--- src/rtl/vcmp_cond_unit.sv ---
module vcmp_cond_unit #(
  parameter int UNI_COUNT = 16,
  localparam int UW = $clog2(UNI_COUNT)
) (
  input  logic          clk,
  input  logic          rst_n,
  input  logic          cmp_valid,
  input  logic [2:0]    op_x,
  input  logic [2:0]    op_y,
  input  logic [31:0]   a_x,
  input  logic [31:0]   b_x,
  input  logic [31:0]   a_y,
  input  logic [31:0]   b_y,
  input  logic          uni_we,
  input  logic [UW-1:0] uni_widx,
  input  logic          uni_wdata,
  input  logic          sel_uniform,
  input  logic [UW-1:0] uni_idx,
  input  logic          uni_invert,
  input  logic [1:0]    mode,
  input  logic          ref_x,
  input  logic          ref_y,
  output logic          flag_x,
  output logic          flag_y,
  output logic          take_branch
);

  function automatic logic is_nan(input logic [31:0] v);
    return (v[30:23] == 8'hFF) && (v[22:0] != 23'd0);
  endfunction

  function automatic logic f_eq(input logic [31:0] a, input logic [31:0] b);
    if (is_nan(a) || is_nan(b)) return 1'b0;
    if (a[30:0] == 31'd0 && b[30:0] == 31'd0) return 1'b1;
    return a == b;
  endfunction

  function automatic logic f_lt(input logic [31:0] a, input logic [31:0] b);
    if (is_nan(a) || is_nan(b)) return 1'b0;
    if (a[30:0] == 31'd0 && b[30:0] == 31'd0) return 1'b0;
    if (a[31] != b[31]) return a[31];
    if (!a[31]) return a[30:0] < b[30:0];
    return a[30:0] > b[30:0];
  endfunction

  function automatic logic lane_cmp(input logic [2:0] op, input logic [31:0] a,
                                    input logic [31:0] b);
    case (op)
      3'd0:    return f_eq(a, b);
      3'd1:    return !f_eq(a, b);
      3'd2:    return f_lt(a, b);
      3'd3:    return f_lt(a, b) || f_eq(a, b);
      3'd4:    return f_lt(b, a);
      3'd5:    return f_lt(b, a) || f_eq(b, a);
      default: return 1'b0;
    endcase
  endfunction

  logic [UNI_COUNT-1:0] uni_bank;
  logic                 res_x, res_y, tx, ty, flag_cond;

  assign res_x = lane_cmp(op_x, a_x, b_x);
  assign res_y = lane_cmp(op_y, a_y, b_y);

  always_ff @(posedge clk or negedge rst_n) begin
    if (!rst_n) begin
      flag_x <= 1'b0;
      flag_y <= 1'b0;
    end else if (cmp_valid) begin
      flag_x <= res_x;
      flag_y <= res_y;
    end
  end

  always_ff @(posedge clk or negedge rst_n) begin
    if (!rst_n) uni_bank <= '0;
    else if (uni_we) uni_bank[uni_widx] <= uni_wdata;
  end

  assign tx = (flag_x == ref_x);
  assign ty = (flag_y == ref_y);

  always_comb begin
    case (mode)
      2'd0:    flag_cond = tx | ty;
      2'd1:    flag_cond = tx & ty;
      2'd2:    flag_cond = tx;
      default: flag_cond = ty;
    endcase
  end

  assign take_branch = sel_uniform ? (uni_bank[uni_idx] ^ uni_invert) : flag_cond;

endmodule

--- config.mk ---
export PLATFORM = sky130hd
export DESIGN_NAME = vcmp_cond_unit
export DESIGN_NICKNAME = d
export VERILOG_FILES = /design/src/rtl/vcmp_cond_unit.sv
export SDC_FILE = /design/constraint.sdc
export NUM_CORES = 1
export LEC_CHECK = 0
export CORE_MARGIN = 2
export CORE_UTILIZATION = 43
export CTS_BUF_LIST = sky130_fd_sc_hd__clkbuf_8
export DETAILED_ROUTE_END_ITERATION = 8
export PLACE_DENSITY_LB_ADDON = 0.1
export SYNTH_ARGS = -nofsm -noshare
export SYNTH_HDL_FRONTEND = slang
export SYNTH_SLANG_ARGS = --single-unit
export TNS_END_PERCENT = 10
--- constraint.sdc ---
create_clock -name clk -period 2.3 [get_ports clk]
set_input_delay 0.46 -clock clk [delete_from_list [all_inputs] [get_ports clk]]
set_output_delay 0.46 -clock clk [all_outputs]
set_load 0.03 [all_outputs]
== After elaboration in Yosys (flattened, before gate mapping) ==
Cells that the tools add are included.
Storage, ports and cells
  flip-flop bits (word level): 18
  input bits: 153
  output and inout bits: 3
  logic and storage cells: 254
Operators by class
  order comparisons: 11
  equal/unequal tests: 26
  multiplexer cells: 185
  bitwise gates (word level): 3
  reduce and logical (&&, ||, !) cells: 26
Operator list (count)
  $mux W1: 179
  $eq A32 B32 Y1: 4
  $gt A31 B31 Y1: 4
  $logic_not A31 Y1: 4
  $lt A31 B31 Y1: 4
  $reduce_bool A23 Y1: 4
  $eq A8 B8 Y1 const B: 4
  $bwmux W16: 1
  $eq A3 B2 Y1 const B: 4
  $eq A3 B3 Y1 const B: 4
  $pmux W1 S6: 2
  $lt A4 B5 Y1 const B: 2
  $logic_and A1 B1 Y1: 7
  $eq A3 B1 Y1 const B: 2
  $logic_not A3 Y1: 2
  $logic_or A1 B1 Y1: 6
  $bmux W1 S4: 1
  $demux W1 S4: 1
  $ge A4 B1 Y1 const B: 1
  $ne A1 B1 Y1: 4
  $pmux W1 S3: 1
  $eq A1 B1 Y1: 2
  $eq A2 B1 Y1 const B: 1
  $eq A2 B2 Y1 const B: 1
  5 further kinds: 6

== Longest topological paths before layout ==
Gate-level depths: netlist (run 1).
  depth after elaboration: 21
  gate-level depth with buffers: 9
  mapped depth without buffers: 9

== Least setup slack after synthesis (run 1) ==
Ideal clock, no wire load.
  path kind: input to register
  start: input a_x[13]
  end: register flag_x
  data arrival time: 2236 ps
  setup slack: -76 ps
  stages: 8
  buffers on the path: 0
  cell sequence: inv_1 > ha_1 > nand4_1 > nor4_1 > and2b_2 > a2111o_1 > a221oi_2 > o311ai_2
On the way
  longest elaborated chain between the ends: 12
RTL lines
  from (decl): line 10  | input logic [31:0] a_x,
  parallel branches: the longest is 11 deep, another holds $lt A31 B31 Y1
  $pmux W1 S6 *: line 48  | case (op)
  to (signal assigned): line 70  | flag_x <= res_x;
  to (decl): line 23  | output logic flag_x,
Every way passes the cells marked *. The select of a mux whose other input is x is not followed.
A chain may end at the register's enable or synchronous reset.

== Worst setup path in the final report (run 1) ==
  start: input b_y[0]
  end: register flag_y
On the way
  longest elaborated chain between the ends: 12
RTL lines
  from (decl): line 13  | input logic [31:0] b_y,
  parallel branches: the longest is 11 deep, another holds $lt A31 B31 Y1
  $pmux W1 S6 *: line 48
  to (signal assigned): line 71  | flag_y <= res_y;
  to (decl): line 24  | output logic flag_y,
Marks and branches as above.

==> metrics.md, run 1 <==
| Metric | Value |
|---|---|
| Yosys warning count | 0 |
| Most common cell in the netlist | inv_1 |
| Post-synthesis xor/xnor area fraction | 1.87% |
| Synth top area share | 23.7% |
| Total grt overflow | 0 |
| FF+latch area | 450 um^2 |
| Reg-to-Reg Start | uni_bank[15]$_DFFE_PN0P_ |
| Worst-Margin Slew | 0.477 ns |
| F_max | 372 MHz |
| Yosys cell types | 58 |
| Synth-to-layout area growth | 92.7% |
| Die X | 91.2 um |
| Synth Register Bits | 18 |
| Starting Density | 44.6% |
| # DRC | 0 |
| # setup viols final | 3 |
| H-tree depth | 1 |
| VDD IR max | 209 uV |
| Top FF cell, synth | dfrtp_1 |
| Post-synth net total | 623 |
| Post-synth top area cell | ha_1 |
| Hold path depth | 1 |
| CTS Buffer Depth | 2 |
| Status | finished, violations left |
| Hold Buf Count CTS | 0 |
| CTS root buf | clkbuf_8 |
| CP endpoint kind | flop |
| Leakage Power | 3.14 nW |
| GRT Total Usage | 27.8% |
| Worst slack, placed | -1.25 ns |
| CTS Sinks | 18 |
| Clock Latency Late Sink | 0.24 ns |
| Detail Route Antenna Nets | 0 |
| Final wirelength | 13,300 um |
| Number of port buffers | 155 |
| Avg Cell Area, Syn | 8.02 um^2 |
| Layout Nets | 865 |
| CP Max Fanout | 2 |
| Simple logic cell fraction of the synthesized area | 27.8% |
| Largest net degree at the start of global routing | 19 |
| Cell Area, Synth | 3270 um^2 |
| Wire per inst | 17.8 um |
| Maxcap violations | 0 |
| Worst-path clk slew | 0.06 ns |
| Synth area leaders | ha_1, dfrtp_1, inv_1 |
| Worst-case clock skew | 0 ns |
| HP Class | flop to flop |
| Synth Area in Compound Gates | 15.6% |
| Post-synthesis sequential area ratio | 13.8% |
| Failing checks | negative setup slack |
| Period minus WS final | 2.69 ns |
| Reg-to-Reg End | uni_bank[15]$_DFFE_PN0P_ |
| Vias per cell | 5.70 |
| Row Count | 31 |
| Worst Path Required | 2.42 ns |
| Fin. max-slew vios | 0 |
| First-pass GRT wire length | 19,300 um |
| Core area | 7330 um^2 |
| Fin. Hold Viols | 0 |
| CTS tree | built |
| Max_slew headroom | 68.1% |
| Worst Path Arrival | 2.81 ns |
| R2R depth | 3 |
| Worst setup SP type | input port |
| Vias in the first global route | 4,397 |
| Multiplexer share of the synthesized area | 8.94% |
| Post-DP HPWL | 9590 um |
| PwrDens | 276 nW/um^2 |
| Worst setup path class | input port to flop |
| Fin worst setup slack | -0.388 ns |
| EDFF count, synth | 0 |
| Footprint of the multi-input gates | 3230 um^2 |
| Post-synth ARST share | 100% |
| Worst Hold End | uni_bank[1]$_DFFE_PN0P_ |
| Die Ht | 91.2 um |
| HP Start | uni_bank[1]$_DFFE_PN0P_ |
| Total number of vias | 4,262 |
| Fin Setup TNS | -0.955 ns |
| Share of layout cells above drive strength 1 | 36.1% |
| Commonest cells post-synth | inv_1, ha_1, a21oi_1, nand4_1, nor4_1 |
| Drt first pass iters | 4 |
| Synth Instances | 408 |
| RSZ-0062 raised after global routing | yes |
| Io pins | 156 |
| Final GP Congestion | 0.902 |
| Final core occ | 86.0% |
| Reg2reg setup slack | 1.27 ns |
| Layout fillers | 405 |
| DP Area | 5600 um^2 |
| Post-synthesis adder-cell area fraction | 23.7% |
| Die area | 8330 um^2 |
| CTS buffer count | 3 |
| Post-route cell area | 6310 um^2 |
| Period utilization | 117% |
| Initial DRC Count | 151 |
| Largest family of logic cells by synthesized area | simple AND/OR/NAND/NOR gates |
| Initial antenna violation count | 1 |
| Power Total | 0.00174 W |
==> logic make-up after synthesis <==
| logic type | count (synthesis) |
|---|---|
| mux | 21 |
| buf+inv | 72 |
| flops | 18 |
| xor+xnor | 7 |
| fa+ha+maj | 62 |
| compound gates | 74 |
| simple gates | 154 |
==> placed cells by master (no fill, tap or decap), drive strengths merged, types with 4 or more instances in the layout <==
| cell | netlist | routed |
|---|---|---|
| a211oi | 4 | 4 |
| a21oi | 27 | 27 |
| a221oi | 6 | 6 |
| buf | 0 | 86 |
| clkbuf | 1 | 10 |
| clkdlybuf4s50 | 0 | 41 |
| dfrtp | 18 | 18 |
| dlygate4sd2 | 0 | 57 |
| dlymetal6s2s | 0 | 46 |
| ha | 62 | 62 |
| inv | 71 | 71 |
| mux2 | 16 | 16 |
| mux4 | 5 | 5 |
| nand2 | 23 | 23 |
| nand3 | 14 | 14 |
| nand3b | 4 | 4 |
| nand4 | 23 | 23 |
| nor2 | 20 | 20 |
| nor2b | 4 | 4 |
| nor3 | 12 | 12 |
| nor4 | 29 | 29 |
| o21ai | 14 | 14 |
| or4 | 4 | 4 |
| xor2 | 4 | 4 |
==> worst max path at each step <==
stage                               to                startpoint
finish              flag_y$_DFFE_PN0P_                    b_y[0]
global route        flag_y$_DFFE_PN0P_                    b_y[0]
CTS                        take_branch  uni_bank[15]$_DFFE_PN0P_
detailed placement         take_branch                uni_idx[0]
global placement           take_branch                uni_idx[0]
floorplan           flag_x$_DFFE_PN0P_                    a_x[9]
==> through the flow <==
stage | cells | hold slack [ns]
2_1_floorplan | 408 | 0.164
3_3_place_gp | 726 | 0.494
3_5_place_dp | 726 | 0.495
4_1_cts | 739 | 0.509
5_1_grt | 748 | 0.530
6_report | 748 | 0.512
==> metal layers <==
metal	GRT usage (%)	vias up	wire length [um]
met4	8.96	0	534
met3	3.65	46	673
met5	0	-	0
li1	-	2020	-
met2	54.3	183	7100
met1	30.5	2013	5000
==> sequential cells by signal (all words and copies together), names as in the netlist <==
name / count
uni_bank: 16
flag_x: 1
flag_y: 1
==> power breakdown <==
part / internal (W) / switching (W)
logic: 0.000609 / 0.000485
clock network: 0.000116 / 0.0000950
registers: 0.000387 / 0.0000484
total: 0.00111 / 0.000629
==> area by class of cell <==
type | count | area share (%)
multi-input cells | 318 | 51.2
repair buffers | 238 | 34.5
flip-flops and latches | 18 | 7.14
inverters | 71 | 4.46
well taps | 99 | 1.96
clock buffers | 3 | 0.655
diodes | 1 | 0.0397
==> worst max-delay path, stage by stage <==
cell and delay (ns):
clkdlybuf4s50_1 0.44, nor4_1 0.43, nand4_1 0.24, or4_4 0.48
or2_1 0.23, and3_1 0.19, a311oi_2 0.23, o311ai_1 0.10
==> repair_timing <==
item                                    4_1_cts  5_1_grt
endpoints found under the setup margin        3        3
gates resized for setup                     130       99
buffers inserted                             10        8
pin swaps                                    54       41
(Power assumes the default switching activity.)
==> run 2: changes to the inputs <==
--- a/config.mk
+++ b/config.mk
@@ -6,10 +6,11 @@
 export NUM_CORES = 1
 export LEC_CHECK = 0
 export CORE_MARGIN = 2
-export CORE_UTILIZATION = 43
+export CORE_UTILIZATION = 35
 export CTS_BUF_LIST = sky130_fd_sc_hd__clkbuf_8
 export DETAILED_ROUTE_END_ITERATION = 8
 export PLACE_DENSITY_LB_ADDON = 0.1
+export RECOVER_POWER = 100
 export SYNTH_ARGS = -nofsm -noshare
 export SYNTH_HDL_FRONTEND = slang
 export SYNTH_SLANG_ARGS = --single-unit
==> run 2 against run 1 <==
The run still ends with negative setup slack left. Global-route usage fell by 6.2 points. Final area fell by 2.3%. Register-to-register slack improved by 0.15 ns. Combinational power fell by 7%. Total power fell by 5.4%. Worst setup slack improved by 0.12 ns. Sequential share of layout area rose by 0.17 points. Fmax rose by 4.5%. Cell count rose by 0.67%. Clock skew did not move. First-iteration DRC count fell by 48%. Count of clock-buffer cells in the layout did not move. Critical endpoint is now take_branch. Highest routed layer unchanged.
==> metrics.md, run 2 (synthesized netlist as in run 1, its figures left out) <==
| Metric | Value |
|---|---|
| Status | finished, violations left (unchanged) |
| Failing checks | negative setup slack (unchanged) |
| PwrDens | 267 nW/um^2 (was 276 nW/um^2) |
| Detail Route Antenna Nets | 0 (unchanged) |
| Most frequent CP cell | mux4_2 |
| Die area | 10,100 um^2 (was 8330 um^2) |
| Cell Chain, Critical Path | mux4_2 -> mux4_2 -> xor2_1 -> a22o_2 -> buf_6 (was clkdlybuf4s50_1 -> nor4_1 -> nand4_1 -> or4_4 -> or2_1 -> and3_1 -> a311oi_2 -> o311ai_1) |
| Worst-Margin Slew | 0.943 ns (was 0.477 ns) |
| Post-DP HPWL | 9460 um (was 9590 um) |
| Combinational fraction of design power | 61.1% (was 62.9%) |
| Period utilization | 112% (was 117%) |
| Maxcap violations | 0 (unchanged) |
| Period minus WS final | 2.57 ns (was 2.69 ns) |
| GRT Total Usage | 21.6% (was 27.8%) |
| Wire per inst | 15.2 um (was 17.8 um) |
| Worst setup SP type | flop (was input port) |
| Top delay family on crit path | multiplexers (was simple AND/OR/NAND/NOR gates) |
| RSZ-0062 raised after global routing | yes (unchanged) |
| Drt first pass iters | 4 (unchanged) |
| Row Count | 35 (was 31) |
| Post-route cell area | 6160 um^2 (was 6310 um^2) |
| WP buf/inv | 1 (unchanged) |
| CTS buffer count | 3 (unchanged) |
| Clock network power share | 12.8% (was 12.1%) |
| Most frequent cells in the layout | dlygate4sd2_1, buf_4, clkdlybuf4s50_1, inv_1, ha_4 (was buf_4, dlygate4sd2_1, dlymetal6s2s_1, inv_1, clkdlybuf4s50_1) |
| Largest net degree at the start of global routing | 19 (unchanged) |
| Leakage Power | 2.84 nW (was 3.14 nW) |
| Share of layout cells above drive strength 1 | 32.6% (was 36.1%) |
| # setup viols final | 3 (unchanged) |
| Worst-case clock skew | 0 ns (unchanged) |
| Initial antenna violation count | 0 (was 1) |
| Starting Density | 35.8% (was 44.6%) |
| Core area | 9150 um^2 (was 7330 um^2) |
| Number of port buffers | 155 (unchanged) |
| Worst setup path class | flop to output pin (was input port to flop) |
| Initial DRC Count | 79 (was 151) |
| Clock Latency Late Sink | 0.25 ns (was 0.24 ns) |
| CTS Sinks | 18 (unchanged) |
| F_max | 389 MHz (was 372 MHz) |
| Worst-path clk slew | 0.06 ns (about the same) |
| Synth-to-layout area growth | 88.3% (was 92.7%) |
| CP Max Fanout | 2 (unchanged) |
| VDD IR max | 269 uV (was 209 uV) |
| Vias in the first global route | 4,194 (was 4,397) |
| Final core occ | 67.3% (was 86.0%) |
| Top reg by flops | uni_bank (unchanged) |
| P_int | 0.00107 W (was 0.00111 W) |
| CP max stage delay | 0.47 ns (was 0.48 ns) |
| CTS root buf | clkbuf_8 (unchanged) |
| CP endpoint kind | output pin (was flop) |
| Antenna fix cells | 0 (was 1) |
| Fraction of power spent switching nets | 34.9% (was 36.1%) |
| Layout Nets | 859 (was 865) |
| Total number of vias | 4,022 (was 4,262) |
| # DRC | 0 (unchanged) |
| Die X | 101 um (was 91.2 um) |
| Fin worst setup slack | -0.272 ns (was -0.388 ns) |
| Psw | 0.000574 W (was 0.000629 W) |
| Worst Path Arrival | 2.11 ns (was 2.81 ns) |
| Max reg flops | 16 (unchanged) |
| Die Ht | 101 um (was 91.2 um) |
| Most common cell after layout, fill and taps aside | dlygate4sd2_1 (was buf_4) |
| Fin. max-slew vios | 0 (unchanged) |
| Fin. Hold Viols | 0 (unchanged) |
| Worst slack, placed | -1.25 ns (about the same) |
| Power Total | 0.00165 W (was 0.00174 W) |
| Worst hold slack | 0.506 ns (was 0.512 ns) |
| Io pins | 156 (unchanged) |
| Worst Path Required | 1.84 ns (was 2.42 ns) |
| First-pass GRT wire length | 18,100 um (was 19,300 um) |
| CTS Buffer Depth | 2 (unchanged) |
| Total grt overflow | 0 (unchanged) |
| HP Class | flop to flop (unchanged) |
| Final GP Congestion | 0.865 (was 0.902) |
| Part of the power in registers | 26.1% (was 25.0%) |
| H-tree depth | 1 (unchanged) |
| CTS tree | built (unchanged) |
| Regs by FF count | uni_bank x16, flag_x x1, flag_y x1 (unchanged) |
| DP Area | 5600 um^2 (about the same) |
| Final wirelength | 11,400 um (was 13,300 um) |
| Slowest CP cell | mux4_2 (was or4_4) |
| Max_slew headroom | 37.1% (was 68.1%) |
| Vias per cell | 5.34 (was 5.70) |
==> run 2: cell count changes in the layout (fill, tap and decap cells not counted), moves of 4 or more <==
cell             previous run  this run
buf_4                      84        77
clkbuf_2                    7         1
clkdlybuf4s15_1             0         4
clkdlybuf4s50_1            41        50
dlygate4sd2_1              57        82
dlygate4sd3_1               0         5
dlymetal6s2s_1             46        11
inv_1                      43        49
inv_2                      24        18
==> run 2: per-layer routing <==
metal	GRT usage (%)	vias up	part of all wire, %
li1	-	2017	-
met1	24.6	1857	40
met2	42.4	128	52
met3	2.36	20	5.4
met4	4.95	0	2.4
met5	0	-	0
==> run 2: path summary, 6_finish.rpt <==
path	from	end	slack [ns]	depth (start not counted)
max	uni_bank[7]$_DFFE_PN0P_	take_branch	-0.27	5
max in group asynchronous	rst_n	uni_bank[5]$_DFFE_PN0P_	0.86	2
min reg2reg	uni_bank[13]$_DFFE_PN0P_	uni_bank[13]$_DFFE_PN0P_	0.51	1
max reg2reg	flag_x$_DFFE_PN0P_	flag_x$_DFFE_PN0P_	1.42	2
min	uni_bank[13]$_DFFE_PN0P_	uni_bank[13]$_DFFE_PN0P_	0.51	1
min in group asynchronous	rst_n	uni_bank[8]$_DFFE_PN0P_	0.87	2
==> run 2: metrics by stage <==
stage / std cells / TNS, ns
CTS: 749 / -0.823
detailed placement: 737 / -2.75
finish: 753 / -0.756
global placement: 737 / -2.63
global route: 753 / -1.02
floorplan: 408 / -0.0172
==> run 2: final cells by class <==
type	count	area (um^2)
sequential	18	450
inverter	71	282
multi-input combinational	318	3210
timing repair buffer	232	2040
fill	767	2990
tap	111	139
clock buffer	3	41.3
==> run 2: repair_timing <==
action                     in CTS  in global routing
hold buffers                    0                  0
setup buffers                   9                  4
pin swaps                      59                 24
cloned                          0                  0
resized for setup             164                 29
setup endpoints to repair       3                  3
==> run 2: power by group through the flow <==
stage	logic, W	registers, W	clock network, W
CTS	0.000984	0.000430	0.000217
detailed placement	0.000943	0.000436	0
global route	0.00111	0.000438	0.000228
global placement	0.000914	0.000437	0
finish	0.00101	0.000430	0.000211
floorplan	0.000413	0.000426	0
